$ cat src/rtl/ptab_pkg.sv
`timescale 1ns/1ps
package ptab_pkg;
  localparam int PT_CTRL_ADDR = 8;
  localparam int PT_STAT_ADDR = 9;
  localparam int PT_ACK_BIT   = 30;
  localparam int PT_MODE_BIT  = 0;
  localparam int PT_ID_LSB    = 4;

  typedef enum logic [1:0] {SEL_TABLE, SEL_CTRL, SEL_STAT, SEL_NONE} sel_e;

  // address decode shared by write and read paths
  function automatic sel_e pt_decode(int addr, int nregs);
    if (addr < nregs)             return SEL_TABLE;
    else if (addr == PT_CTRL_ADDR) return SEL_CTRL;
    else if (addr == PT_STAT_ADDR) return SEL_STAT;
    else                           return SEL_NONE;
  endfunction
endpackage

$ cat src/rtl/ptab_regs.sv
`timescale 1ns/1ps
module ptab_regs import ptab_pkg::*; #(
  parameter int NREGS   = 8,
  parameter int REG_W   = 32,
  parameter int ADDR_W  = 4,
  parameter int NSTREAM = 4,
  parameter int ENTRY_W = 4
) (
  input  logic                   clk,
  input  logic                   rst_n,
  input  logic                   wr_en,
  input  logic [ADDR_W-1:0]      wr_addr,
  input  logic [REG_W-1:0]       wr_data,
  output logic [NREGS*REG_W-1:0] pend_flat,
  output logic [REG_W-1:0]       ctrl_q
);
  function automatic logic [REG_W-1:0] keep_mask();
    logic [REG_W-1:0] m;
    for (int i = 0; i < REG_W; i++)
      m[i] = (i == PT_MODE_BIT) || (i >= PT_ID_LSB && i < PT_ID_LSB + NSTREAM*ENTRY_W);
    return m;
  endfunction
  localparam logic [REG_W-1:0] KEEP = keep_mask();

  logic [NREGS-1:0][REG_W-1:0] pend_q;
  sel_e wsel;
  assign wsel = pt_decode(int'(wr_addr), NREGS);

  for (genvar k = 0; k < NREGS; k++) begin : g_pend
    always_ff @(posedge clk or negedge rst_n) begin
      if (!rst_n) pend_q[k] <= '0;
      else if (wr_en && wsel == SEL_TABLE && int'(wr_addr) == k) pend_q[k] <= wr_data;
    end
  end

  always_ff @(posedge clk or negedge rst_n) begin
    if (!rst_n) ctrl_q <= '0;
    else if (wr_en && wsel == SEL_CTRL) ctrl_q <= wr_data & KEEP;
  end

  assign pend_flat = pend_q;

  // writes outside the table and control addresses touch nothing
  assert_stray_write_R11: assert property (@(posedge clk) disable iff (!rst_n)
    (wr_en && (wsel == SEL_STAT || wsel == SEL_NONE)) |=> ($stable(pend_q) && $stable(ctrl_q)));
endmodule

$ cat src/rtl/ptab_commit.sv
`timescale 1ns/1ps
module ptab_commit (
  input  logic clk,
  input  logic rst_n,
  input  logic upd_force,
  input  logic upd_req,
  input  logic act_trig,
  output logic defer_hit,
  output logic copy_now,
  output logic ack
);
  logic done_q;

  assign defer_hit = upd_req && !done_q && act_trig;
  assign copy_now  = upd_force || defer_hit;
  assign ack       = done_q;

  always_ff @(posedge clk or negedge rst_n) begin
    if (!rst_n)         done_q <= 1'b0;
    else if (!upd_req)  done_q <= 1'b0;
    else if (defer_hit) done_q <= 1'b1;
  end

  // dropping the request clears the acknowledge
  assert_ack_drop_R8: assert property (@(posedge clk) disable iff (!rst_n)
    !upd_req |=> !ack);
  // a deferred commit raises the acknowledge
  assert_ack_rise_R5: assert property (@(posedge clk) disable iff (!rst_n)
    (act_trig && upd_req && !ack) |=> ack);
endmodule

$ cat src/rtl/ptab_active.sv
`timescale 1ns/1ps
module ptab_active #(
  parameter int TAB_W = 256
) (
  input  logic             clk,
  input  logic             rst_n,
  input  logic             copy_now,
  input  logic [TAB_W-1:0] pend_flat,
  output logic [TAB_W-1:0] act_flat
);
  always_ff @(posedge clk or negedge rst_n) begin
    if (!rst_n)        act_flat <= '0;
    else if (copy_now) act_flat <= pend_flat;
  end

  // a copy takes the staging contents seen before the edge
  assert_copy_R4: assert property (@(posedge clk) disable iff (!rst_n)
    copy_now |=> act_flat == $past(pend_flat));
  // without a copy the live table holds
  assert_hold_R6: assert property (@(posedge clk) disable iff (!rst_n)
    !copy_now |=> $stable(act_flat));
endmodule

$ cat src/rtl/ptab_lookup.sv
`timescale 1ns/1ps
module ptab_lookup #(
  parameter int SLOTS   = 64,
  parameter int ENTRY_W = 4,
  parameter int NSTREAM = 4,
  parameter int REG_W   = 32,
  parameter int MODE_BIT = 0,
  parameter int ID_LSB  = 4,
  localparam int SLOT_W = $clog2(SLOTS),
  localparam int IDX_W  = $clog2(NSTREAM)
) (
  input  logic [SLOTS*ENTRY_W-1:0] act_flat,
  input  logic [REG_W-1:0]         ctrl,
  input  logic [SLOT_W-1:0]        slot,
  output logic [ENTRY_W-1:0]       id,
  output logic [IDX_W-1:0]         stream,
  output logic                     valid
);
  function automatic logic [IDX_W:0] first_hit(logic [NSTREAM-1:0] m);
    logic [IDX_W:0] r;
    r = '0;
    for (int i = NSTREAM-1; i >= 0; i--)
      if (m[i]) r = {1'b1, IDX_W'(i)};
    return r;
  endfunction

  logic [NSTREAM-1:0] match;
  logic [IDX_W:0]     hit;

  assign id = act_flat[int'(slot)*ENTRY_W +: ENTRY_W];

  for (genvar s = 0; s < NSTREAM; s++) begin : g_match
    assign match[s] = (id != '0) && (id == ctrl[ID_LSB + s*ENTRY_W +: ENTRY_W]);
  end

  assign hit    = first_hit(match);
  assign stream = hit[IDX_W-1:0];
  assign valid  = hit[IDX_W] && ctrl[MODE_BIT];
endmodule

$ cat src/rtl/vc_slot_table.sv
`timescale 1ns/1ps
module vc_slot_table import ptab_pkg::*; #(
  parameter int SLOTS   = 64,
  parameter int ENTRY_W = 4,
  parameter int NSTREAM = 4,
  parameter int REG_W   = 32,
  parameter int ADDR_W  = 4,
  localparam int SLOT_W = $clog2(SLOTS),
  localparam int IDX_W  = $clog2(NSTREAM)
) (
  input  logic               clk,
  input  logic               rst_n,
  input  logic               wr_en,
  input  logic [ADDR_W-1:0]  wr_addr,
  input  logic [REG_W-1:0]   wr_data,
  input  logic [ADDR_W-1:0]  rd_addr,
  output logic [REG_W-1:0]   rd_data,
  input  logic               upd_force,
  input  logic               upd_req,
  input  logic               act_trig,
  output logic [REG_W-1:0]   ctrl_word,
  output logic [REG_W-1:0]   status_word,
  input  logic [SLOT_W-1:0]  lk_slot,
  output logic [IDX_W-1:0]   lk_stream,
  output logic               lk_valid,
  output logic [ENTRY_W-1:0] lk_id
);
  localparam int PER_REG = REG_W / ENTRY_W;
  localparam int NREGS   = SLOTS / PER_REG;
  localparam int TAB_W   = SLOTS * ENTRY_W;

  logic [TAB_W-1:0] pend_flat;
  logic [TAB_W-1:0] act_flat;
  logic [REG_W-1:0] ctrl_q;
  logic             defer_hit, copy_now, ack;
  sel_e             rsel;

  ptab_regs #(.NREGS(NREGS), .REG_W(REG_W), .ADDR_W(ADDR_W),
              .NSTREAM(NSTREAM), .ENTRY_W(ENTRY_W)) u_regs (
    .clk(clk), .rst_n(rst_n), .wr_en(wr_en), .wr_addr(wr_addr),
    .wr_data(wr_data), .pend_flat(pend_flat), .ctrl_q(ctrl_q));

  ptab_commit u_commit (
    .clk(clk), .rst_n(rst_n), .upd_force(upd_force), .upd_req(upd_req),
    .act_trig(act_trig), .defer_hit(defer_hit), .copy_now(copy_now), .ack(ack));

  ptab_active #(.TAB_W(TAB_W)) u_active (
    .clk(clk), .rst_n(rst_n), .copy_now(copy_now),
    .pend_flat(pend_flat), .act_flat(act_flat));

  ptab_lookup #(.SLOTS(SLOTS), .ENTRY_W(ENTRY_W), .NSTREAM(NSTREAM), .REG_W(REG_W),
                .MODE_BIT(PT_MODE_BIT), .ID_LSB(PT_ID_LSB)) u_lookup (
    .act_flat(act_flat), .ctrl(ctrl_q), .slot(lk_slot),
    .id(lk_id), .stream(lk_stream), .valid(lk_valid));

  always_comb begin
    status_word = '0;
    status_word[PT_ACK_BIT] = ack;
  end

  assign ctrl_word = ctrl_q;
  assign rsel = pt_decode(int'(rd_addr), NREGS);

  always_comb begin
    case (rsel)
      SEL_TABLE: rd_data = pend_flat[int'(rd_addr)*REG_W +: REG_W];
      SEL_CTRL:  rd_data = ctrl_q;
      SEL_STAT:  rd_data = status_word;
      default:   rd_data = '0;
    endcase
  end

  // a trigger while acknowledged and not forced leaves the live table alone
  assert_one_commit_R7: assert property (@(posedge clk) disable iff (!rst_n)
    (act_trig && ack && upd_req && !upd_force) |=> $stable(act_flat));
  // force and armed trigger together still acknowledge with the staged table
  assert_force_trig_R9: assert property (@(posedge clk) disable iff (!rst_n)
    (upd_force && act_trig && upd_req && !ack) |=> (ack && act_flat == $past(pend_flat)));
  // a valid lookup needs multi-stream framing and an allocated entry
  assert_lookup_valid_R10: assert property (@(posedge clk) disable iff (!rst_n)
    lk_valid |-> (ctrl_q[PT_MODE_BIT] && lk_id != '0));
  // the copy strobe fires on the same edge as the deferred hit
  assert_defer_copy_R5: assert property (@(posedge clk) disable iff (!rst_n)
    defer_hit |-> copy_now);
endmodule

$ cat config.mk
export PLATFORM = sky130hd
export DESIGN_NAME = vc_slot_table
export DESIGN_NICKNAME = d
export VERILOG_FILES = /design/src/rtl/ptab_pkg.sv /design/src/rtl/ptab_regs.sv /design/src/rtl/ptab_commit.sv /design/src/rtl/ptab_active.sv /design/src/rtl/ptab_lookup.sv /design/src/rtl/vc_slot_table.sv
export SDC_FILE = /design/constraint.sdc
export NUM_CORES = 1
export LEC_CHECK = 0
export CAP_MARGIN = 15
export CORE_MARGIN = 2
export CORE_UTILIZATION = 44
export CTS_CLUSTER_SIZE = 30
export DETAILED_ROUTE_END_ITERATION = 8
export GPL_TIMING_DRIVEN = 0
export HOLD_SLACK_MARGIN = 0.05
export PLACE_DENSITY_LB_ADDON = 0.25
export SLEW_MARGIN = 0
export SYNTH_ARGS = -nofsm -noshare
export SYNTH_HDL_FRONTEND = slang
export SYNTH_HIERARCHICAL = 1
export SYNTH_SLANG_ARGS = --single-unit
$ cat constraint.sdc
create_clock -name clk -period 6.1 [get_ports clk]
set_input_delay 0.915 -clock clk [delete_from_list [all_inputs] [get_ports clk]]
set_output_delay 0.915 -clock clk [all_outputs]
set_load 0.01 [all_outputs]
==> metrics.yaml, run 1 <==
cts_tree: "yes"
insertion_delay_ps: 620
crit_start: "lk_slot[2]"
p_sw_uw: 3220
cp_num_buf_inv: 3
routed-via-count: 15700
clock.fmax_mhz: 168
crit_chain: "buf_2 > clkbuf_1 > mux4_2 > mux2i_1 > a221oi_1 > a22oi_4 > and2_4 > a2111oi_4 > a21oi_1 > a41oi_1 > clkdlybuf4s50_1"
cts_buffers: 56
setup_ws_ps: 147
clock-sinks: 530
power.share.clock_pct: 31.2
crit_slowest_cell: "clkbuf_1"
via_per_inst: 5.92
postRouteAntennaNets: 0
path_clk_slew_ps: 60
crit_path_end_kind: "output pin"
finalHoldViolCount: 0
pwr_density_cell_nw_per_um2: 377
initial_utilization_pct: 44.5
cts_max_level: 2
grt_pass1_vias: 16300
die_y_um: 243
antenna_found_initial: 2
hold_class: "primary input to async pin"
grt_pass1_wl_mm: 118
crit_family: "buffers and inverters"
ctsHoldBuffers: 0
status: "finished, final reports clean"
drive_above_1_share_pct: 45.0
grt_overflow: 0
dp_slack_ps: 13.1
io_pins: 155
rsz0062_at_grt: "no"
setup_tns_ps: 0
dp_hpwl_mm: 59.1
crit_type: "primary input to output pin"
swShare_pct: 29.2
place_area_sq_um: 27400
syn_area_per_cell_sq_um: 15.3
p_leak_uw: 0.0126
dr.pass1.iters: 5
synthCells: 1635
tightest_slew_ps: 1070
ir_worst_vdd_mv: 0.226
start_kind: "primary input"
cp_max_fo: 10
fin_crit_ps: 5950
area_delta_synth_final_pct: 16.5
timing.rr.start: "u_commit/ack$_DFFE_PN0P_"
stdcell_count: 2652
final_cell_area_sq_um: 29200
seqPwrFrac_pct: 47.2
nNetsFinal: 1900
remaining_drc_errors: 0
slew_headroom_pct: 28.4
die-area_sq_um: 59000
required_ps: 5180
ctsLongestPathBuffers: 3
cp_data_arrival_time_ps: 5040
nFillCells: 4792
synth-warning-count: 6
wirelength_mm: 81.1
slew_violations: 0
die_x_um: 243
setup_viol: 0
syn-cell-area_sq_um: 25100
gp_congestion: 0.926
post_drt_wl_per_cell_um: 30.6
dp_cells: 2543
drt_iter0_markers: 1585
fp.coreArea_sq_um: 56400
io_buffers: 103
internal_power_uw: 7810
grt_use_total_pct: 27.8
cts_root_buf: "clkbuf_16"
cap_viol_max_count: 0
critPathMaxStageDelay_ps: 840
clock_skew_ps: 16.0
grt_max_degree: 115
rows: 87
power_frac_comb_pct: 21.6
post-route-period-util_pct: 97.6
layer usage:
| metal | wire, um | GRT usage (%) | vias up |
|---|---|---|---|
| li1 | - | - | 6442 |
| met4 | 2530 | 9.22 | 2 |
| met3 | 6130 | 4.89 | 135 |
| met5 | 11 | 0 | - |
| met2 | 35800 | 41.4 | 690 |
| met1 | 36600 | 41.4 | 8442 |
placed cells by master (no fill, tap or decap), types with 5 or more instances in the layout:
cell and n:
buf_2 41, o22ai_1 13, o21ai_1 26, o31ai_1 5, mux2i_1 18, clkbuf_8 9
buf_6 45, nand2b_1 7, xor2_1 8, nor2b_1 32, buf_16 5, clkbuf_16 57
clkbuf_1 34, buf_4 56, nor2_1 13, xnor2_1 8, nand2_1 46, clkdlybuf4s50_1 101
o221ai_1 27, mux2_1 84, clkinv_2 8, dfrtp_1 530, mux2_2 509, a221oi_1 6
conb_1 46, mux4_2 96
worst register-to-register path, stage by stage, from the launching register on:
cell and delay, ps:
dfrtp_1 420, o21bai_2 470, buf_4 380, buf_6 250
mux2_2 360
sequential cells by signal, summed over array words and instances, names as in the netlist:
name / cells
u_commit/ack: 1
u_regs/ctrl_q: 17
u_regs/pend_flat: 256
u_active/act_flat: 256
timing repair:
item | in CTS | in global routing
buffers inserted | 0 | 3
gates resized for setup | 0 | 1
endpoints found under the setup margin | 0 | 3
endpoints found under the hold margin | 0 | 0
path summary, 6_finish.rpt:
path / endpoint / slack, ps / depth (start not counted)
setup reg to reg: u_active/act_flat[228]$_DFFE_PN0P_ / 4110 / 4
hold / removal: u_regs/pend_flat[104]$_DFFE_PN0P_ / 350 / 1
setup / recovery: lk_stream[0] / 150 / 11
max in group asynchronous: u_regs/pend_flat[216]$_DFFE_PN0P_ / 3910 / 4
min in group clk: u_active/act_flat[117]$_DFFE_PN0P_ / 500 / 1
hold reg to reg: u_active/act_flat[117]$_DFFE_PN0P_ / 500 / 1
area by class of cell:
cell class / instances / area (sq um) / share of cell area [%]
Timing Repair Buffer: 111 / 1200 / 4.10
Clock inverter: 17 / 201 / 0.689
Inverter: 6 / 22.5 / 0.0770
Buffer: 153 / 1160 / 3.97
Clock buffer: 87 / 1630 / 5.57
Antenna cell: 2 / 5.00 / 0.0171
Multi-Input combinational cell: 990 / 10800 / 37.0
Sequential cell: 530 / 13300 / 45.4
Tap cell: 756 / 946 / 3.23
metrics by stage:
stage / hold WS (ps) / utilization, % / power (uW)
after floorplan: 469 / - / 6480
after global placement: 484 / 48.3 / 7470
after detailed placement: 491 / 48.6 / 7570
after CTS: 376 / 51.8 / 11000
after global routing: 425 / 51.9 / 11500
final: 353 / 51.9 / 11000
power groups by stage:
stage / Clock [uW] / Combinational, uW / Sequential (uW)
3_3_place_gp: 0 / 2270 / 5200
2_1_floorplan: 0 / 1640 / 4840
5_1_grt: 3640 / 2510 / 5310
3_5_place_dp: 0 / 2340 / 5230
4_1_cts: 3480 / 2360 / 5180
6_report: 3440 / 2380 / 5210
Power figures use the tool's default switching activity.
==> inputs of run 2 (changes only) <==
Settings changed: CORE_UTILIZATION 44 to 60.
==> run 2 against run 1 <==
  * Count of clock-buffer cells in the layout is 7 lower
  * Core utilization is 19 points higher
  * Hold slack got worse by 38 ps
  * Combinational power barely moved
  * Largest power group unchanged
  * Via count increased by 2.2%
  * Sequential share of layout area up 0.52 points
  * Critical path type unchanged
  * Clock skew rose by 8.2 ps
==> metrics.yaml, run 2 (synthesis results as in run 1) <==
cts_buffers: 55  # was 56
nNetsFinal: 1897  # was 1900
rows: 74  # was 87
internal_power_uw: 7790  # was 7810 uW
postRouteAntennaNets: 0  # unchanged
crit_chain: "clkdlybuf4s50_1 > buf_6 > buf_6 > mux4_2 > mux4_2 > o21ai_2 > o31ai_4 > xor2_1 > a2111oi_4 > a21oi_1 > a41oi_1 > clkdlybuf4s50_1"  # was buf_2 > clkbuf_1 > mux4_2 > mux2i_1 > a221oi_1 > a22oi_4 > and2_4 > a2111oi_4 > a21oi_1 > a41oi_1 > clkdlybuf4s50_1
clock-sinks: 530  # unchanged
wirelength_mm: 79.0  # was 81.1 mm
power_frac_comb_pct: 21.7  # was 21.6%
timing.hold.ws_ps: 314  # was 353 ps
io_pins: 155  # unchanged
setup_viol: 0  # unchanged
cts_tree: "yes"  # unchanged
seqPwrFrac_pct: 47.4  # was 47.2%
clock_skew_ps: 24.2  # was 16.0 ps
grt_max_degree: 123  # was 115
required_ps: 5180  # about the same
die_y_um: 209  # was 243 um
crit_start: "lk_slot[0]"  # was lk_slot[2]
finalHoldViolCount: 0  # unchanged
rsz0062_at_grt: "no"  # unchanged
drt_iter0_markers: 1655  # was 1585
status: "finished, final reports clean"  # unchanged
worst-r2r-cell-count: 4  # unchanged
crit_path_end_kind: "output pin"  # unchanged
grt_use_total_pct: 36.9  # was 27.8%
cts_max_level: 2  # unchanged
fin_crit_ps: 5970  # was 5950 ps
insertion_delay_ps: 620  # about the same
crit_slowest_cell: "clkdlybuf4s50_1"  # was clkbuf_1
slew_headroom_pct: 27.7  # was 28.4%
hold_class: "primary input to async pin"  # unchanged
antenna_found_initial: 2  # unchanged
fp.coreArea_sq_um: 41000  # was 56400 sq um
die_x_um: 209  # was 243 um
reg2reg_to: "u_active/act_flat[235]$_DFFE_PN0P_"  # was u_active/act_flat[228]$_DFFE_PN0P_
cp_max_fo: 10  # unchanged
path_clk_slew_ps: 60  # about the same
gp_congestion: 1.01  # was 0.926
grt_pass1_wl_mm: 114  # was 118 mm
ctsHoldBuffers: 0  # unchanged
remaining_drc_errors: 0  # unchanged
dp_hpwl_mm: 56.0  # was 59.1 mm
timing.rr.start: "u_commit/ack$_DFFE_PN0P_"  # unchanged
drive_above_1_share_pct: 45.3  # was 45.0%
post-route-period-util_pct: 97.9  # was 97.6%
grt_overflow: 0  # unchanged
p_sw_uw: 3210  # was 3220 uW
tightest_slew_ps: 1080  # was 1070 ps
r2r_slack_ps: 4120  # was 4110 ps
power.share.clock_pct: 30.9  # was 31.2%
postLayoutCoreUtil_pct: 70.5  # was 51.9%
crit_type: "primary input to output pin"  # unchanged
clock.fmax_mhz: 167  # was 168 MHz
critPathMaxStageDelay_ps: 630  # was 840 ps
p_leak_uw: 0.0126  # about the same
initial_utilization_pct: 61.2  # was 44.5%
io_buffers: 103  # unchanged
die-area_sq_um: 43500  # was 59000 sq um
area_delta_synth_final_pct: 15.2  # was 16.5%
layout_commonest_cell: "dfrtp_1"  # unchanged
routed-via-count: 16100  # was 15700
via_per_inst: 6.64  # was 5.92
post_drt_wl_per_cell_um: 32.7  # was 30.6 um
pwr_density_cell_nw_per_um2: 381  # was 377 nW/um^2
cts_root_buf: "clkbuf_16"  # unchanged
worstSetupEndpoint: "lk_stream[0]"  # unchanged
swShare_pct: 29.2  # about the same
cap_viol_max_count: 0  # unchanged
slew_violations: 0  # unchanged
dr.pass1.iters: 5  # unchanged
grt_pass1_vias: 16100  # was 16300
final_cell_mix: "dfrtp_1, mux2_2, clkdlybuf4s50_1, mux4_2, mux2_1"  # unchanged
cp_data_arrival_time_ps: 5060  # was 5040 ps
ctsLongestPathBuffers: 3  # unchanged
start_kind: "primary input"  # unchanged
ir_worst_vdd_mv: 0.260  # was 0.226 mV
-- run 2: changes by cell type in the layout (fill, tap and decap cells not counted), moves of 2 or more --
cell      before  now
clkbuf_1      34   25
inv_6          3    1
buf_4         56   54
clkbuf_8       9   12
-- run 2: how the worst min path moves through the flow --
stage | from | to | slack, ps | cells after the start
2_1_floorplan | u_regs/pend_flat[63]$_DFFE_PN0P_ | u_regs/pend_flat[63]$_DFFE_PN0P_ | 470 | 1
3_3_place_gp | u_active/act_flat[233]$_DFFE_PN0P_ | u_active/act_flat[233]$_DFFE_PN0P_ | 480 | 1
3_5_place_dp | u_active/act_flat[78]$_DFFE_PN0P_ | u_active/act_flat[78]$_DFFE_PN0P_ | 490 | 1
4_1_cts | rst_n | u_regs/pend_flat[230]$_DFFE_PN0P_ | 340 | 1
5_1_grt | rst_n | u_regs/pend_flat[230]$_DFFE_PN0P_ | 370 | 1
6_report | rst_n | u_regs/pend_flat[230]$_DFFE_PN0P_ | 310 | 1
-- run 2: what timing repair did --
| action | 4_1_cts | 5_1_grt |
|---|---|---|
| resized for setup | 0 | 2 |
| setup buffers | 0 | 2 |
| endpoints found under the setup margin | 0 | 1 |
| hold endpoints to repair | 0 | 0 |
-- run 2: stage by stage --
stage                     TNS [ps]  setup WS [ps]  total power, uW  instance area [sq um]  instances
after floorplan                  0           1860             6480                  25300       1679
after global placement    -9923310         -18790             7410                  27000       2314
after detailed placement         0            123             7540                  27100       2318
after CTS                        0            109            10900                  28900       2414
after global routing             0           67.1            11300                  28900       2416
final                            0            128            11000                  28900       2418
-- run 2: routing by layer --
layer	track usage, %	share of wire, %
met5	0	0.040
met4	14.5	4.1
met3	9.00	10
met1	52.7	41
met2	55.2	44
-- run 2: power by group through the flow --
stage	Combinational [uW]	Sequential, uW	Clock [uW]
2_1_floorplan	1640	4840	0
3_5_place_dp	2320	5210	0
5_1_grt	2500	5300	3560
3_3_place_gp	2240	5170	0
6_report	2380	5220	3410
4_1_cts	2350	5170	3420
-- run 2: critical path, delay by kind of cell --
family                    cells  cell delay, ps
buffers and inverters         4            1740
xor gates and xnor gates      1             210
muxes                         2            1090
AOI/OAI and AO/OA             5            1070
-- run 2: final cells by class --
| cell class | instances | area [sq um] |
|---|---|---|
| sequential | 530 | 13300 |
| fill | 2761 | 12100 |
| multi-input combinational | 990 | 10800 |
| clock buffer | 80 | 1610 |
| buffer | 153 | 1170 |
| timing repair buffer | 109 | 1160 |
| tap | 532 | 666 |
| clock inverter | 16 | 198 |
| inverter | 6 | 22.5 |
| antenna | 2 | 5.00 |
==> inputs of run 3 (changes only) <==
Clock period 6.1 ns to 6.11 ns, I/O delays scaled along.
==> run 3 against run 2 <==
  * Clock skew fell by 0.58 ps
  * Final cell count is the same
  * Combinational power is essentially flat
  * Global-route usage is the same
  * Register-to-register slack hardly changed
  * Via count up 0.16%
  * Count of clock-buffer cells in the layout unchanged
  * Routed wire length barely moved
  * Hold slack got worse by 2.1 ps
  * Critical path type unchanged
  * Largest cell class unchanged
  * Largest power group unchanged
  * Highest routed layer unchanged
==> metrics.yaml, run 3 (synthesis results as in run 1) <==
slew_headroom_pct: 27.6  # was 27.7%
cts_buffers: 55  # unchanged
post-route-period-util_pct: 98.3
final_cell_mix: "dfrtp_1, mux2_2, clkdlybuf4s50_1, mux4_2, mux2_1"  # unchanged
p_sw_uw: 3210  # about the same
power.share.clock_pct: 31.0  # was 30.9%
ctsHoldBuffers: 0  # unchanged
die_y_um: 209  # unchanged
io_pins: 155  # unchanged
reg2reg_to: "u_active/act_flat[235]$_DFFE_PN0P_"  # unchanged
cp_max_fo: 10  # unchanged
clock_skew_ps: 23.6  # was 24.2 ps
cts_max_level: 2  # unchanged
fin_crit_ps: 6000
wirelength_mm: 79.1  # was 79.0 mm
cts_root_buf: "clkbuf_16"  # unchanged
crit_path_end_kind: "output pin"  # unchanged
layout_commonest_cell: "dfrtp_1"  # unchanged
routed-via-count: 16100  # about the same
final_cell_area_sq_um: 28900  # about the same
area_delta_synth_final_pct: 15.2  # about the same
via_per_inst: 6.65  # was 6.64
grt_overflow: 0  # unchanged
antenna_found_initial: 2  # unchanged
setup_viol: 0  # unchanged
pwr_density_cell_nw_per_um2: 380  # was 381 nW/um^2
gp_congestion: 1.01  # unchanged
grt_use_total_pct: 36.9  # unchanged
grt_max_degree: 123  # unchanged
dp_hpwl_mm: 56.0  # unchanged
finalHoldViolCount: 0  # unchanged
required_ps: 5190  # was 5180 ps
slew_violations: 0  # unchanged
clock.fmax_mhz: 167
timing.rr.start: "u_commit/ack$_DFFE_PN0P_"  # unchanged
place_area_sq_um: 27100  # unchanged
fp.coreArea_sq_um: 41000  # unchanged
setup_tns_ps: 0  # unchanged
dr.pass1.iters: 5  # unchanged
path_clk_slew_ps: 60  # about the same
drive_above_1_share_pct: 45.3  # unchanged
post_drt_wl_per_cell_um: 32.7  # about the same
insertion_delay_ps: 630  # was 620 ps
nFillCells: 2761  # unchanged
internal_power_uw: 7780  # was 7790 uW
ir_worst_vdd_mv: 0.259  # was 0.260 mV
seqPwrFrac_pct: 47.4  # about the same
r2r_slack_ps: 4130  # was 4120 ps
start_kind: "primary input"  # unchanged
remaining_drc_errors: 0  # unchanged
die-area_sq_um: 43500  # unchanged
swShare_pct: 29.2  # about the same
grt_pass1_wl_mm: 114  # unchanged
postLayoutCoreUtil_pct: 70.5  # about the same
p_leak_uw: 0.0126  # about the same
cp_data_arrival_time_ps: 5090  # was 5060 ps
hold_class: "primary input to async pin"  # unchanged
worst-r2r-cell-count: 4  # unchanged
status: "finished, final reports clean"  # unchanged
drt_iter0_markers: 1655  # unchanged
nNetsFinal: 1897  # unchanged
power_frac_comb_pct: 21.7  # about the same
cts_tree: "yes"  # unchanged
crit_type: "primary input to output pin"  # unchanged
ctsLongestPathBuffers: 3  # unchanged
io_buffers: 103  # unchanged
die_x_um: 209  # unchanged
tightest_slew_ps: 1090  # was 1080 ps
clock-sinks: 530  # unchanged
rsz0062_at_grt: "no"  # unchanged
p_total_uw: 11000  # about the same
cap_viol_max_count: 0  # unchanged
grt_pass1_vias: 16100  # unchanged
postRouteAntennaNets: 0  # unchanged
rows: 74  # unchanged
initial_utilization_pct: 61.2  # unchanged
-- run 3: cell counts in the layout (fill, tap and decap cells not counted) --
Identical to the previous run, type by type.
-- run 3: power groups by stage --
stage / Sequential (uW) / Clock, uW / Combinational (uW)
global placement: 5160 / 0 / 2240
finish: 5210 / 3400 / 2380
global route: 5290 / 3550 / 2490
floorplan: 4840 / 0 / 1640
detailed placement: 5210 / 0 / 2320
CTS: 5160 / 3410 / 2340
-- run 3: layout make-up --
type                    count  area (sq um)  area share, %
flip-flops and latches    530         13300           45.9
multi-input cells         990         10800           37.4
clock buffers              80          1610           5.58
plain buffers             153          1160           4.02
repair buffers            109          1160           4.02
well taps                 532           666           2.30
clock inverters            16           198          0.684
inverters                   6          22.5         0.0779
diodes                      2          5.00         0.0173
-- run 3: per-stage QoR --
| stage | worst slack, ps | instances | hold WS (ps) |
|---|---|---|---|
| finish | 106 | 2418 | 312 |
| global placement | -18780 | 2314 | 483 |
| floorplan | 1870 | 1679 | 469 |
| CTS | 116 | 2414 | 339 |
| global route | 5.52 | 2416 | 367 |
| detailed placement | 130 | 2318 | 492 |
-- run 3: timing repair --
action | 4_1_cts | 5_1_grt
buffers inserted | 0 | 2
setup endpoints to repair | 0 | 1
resized for setup | 0 | 1
-- run 3: worst max-delay path by stage --
stage | from | end | slack, ps | cells after the start
final | lk_slot[0] | lk_stream[0] | 110 | 13
after global routing | lk_slot[0] | lk_stream[0] | 6 | 13
after CTS | lk_slot[0] | lk_stream[0] | 120 | 13
after detailed placement | lk_slot[0] | lk_stream[0] | 130 | 13
after global placement | rst_n | u_regs/pend_flat[125]$_DFFE_PN0P_ | -18780 | 1
after floorplan | lk_slot[0] | lk_stream[0] | 1870 | 10
-- run 3: per-layer routing --
| metal | part of all wire, % | wire length, um | track usage, % |
|---|---|---|---|
| met1 | 41 | 32400 | 52.7 |
| met2 | 45 | 35300 | 55.2 |
| met3 | 10 | 8220 | 9.00 |
| met4 | 3.9 | 3100 | 14.5 |
| met5 | 0.040 | 32 | 0 |
-- run 3: worst max-delay path, stage by stage --
cell	delay, ps
clkdlybuf4s50_1	630
buf_6	270
buf_4	390
mux4_2	560
o22ai_1	250
a221oi_1	240
a22oi_4	420
xor2_1	180
nand2_1	110
a2111oi_4	250
a21oi_1	80
a41oi_1	200
clkdlybuf4s50_1	570
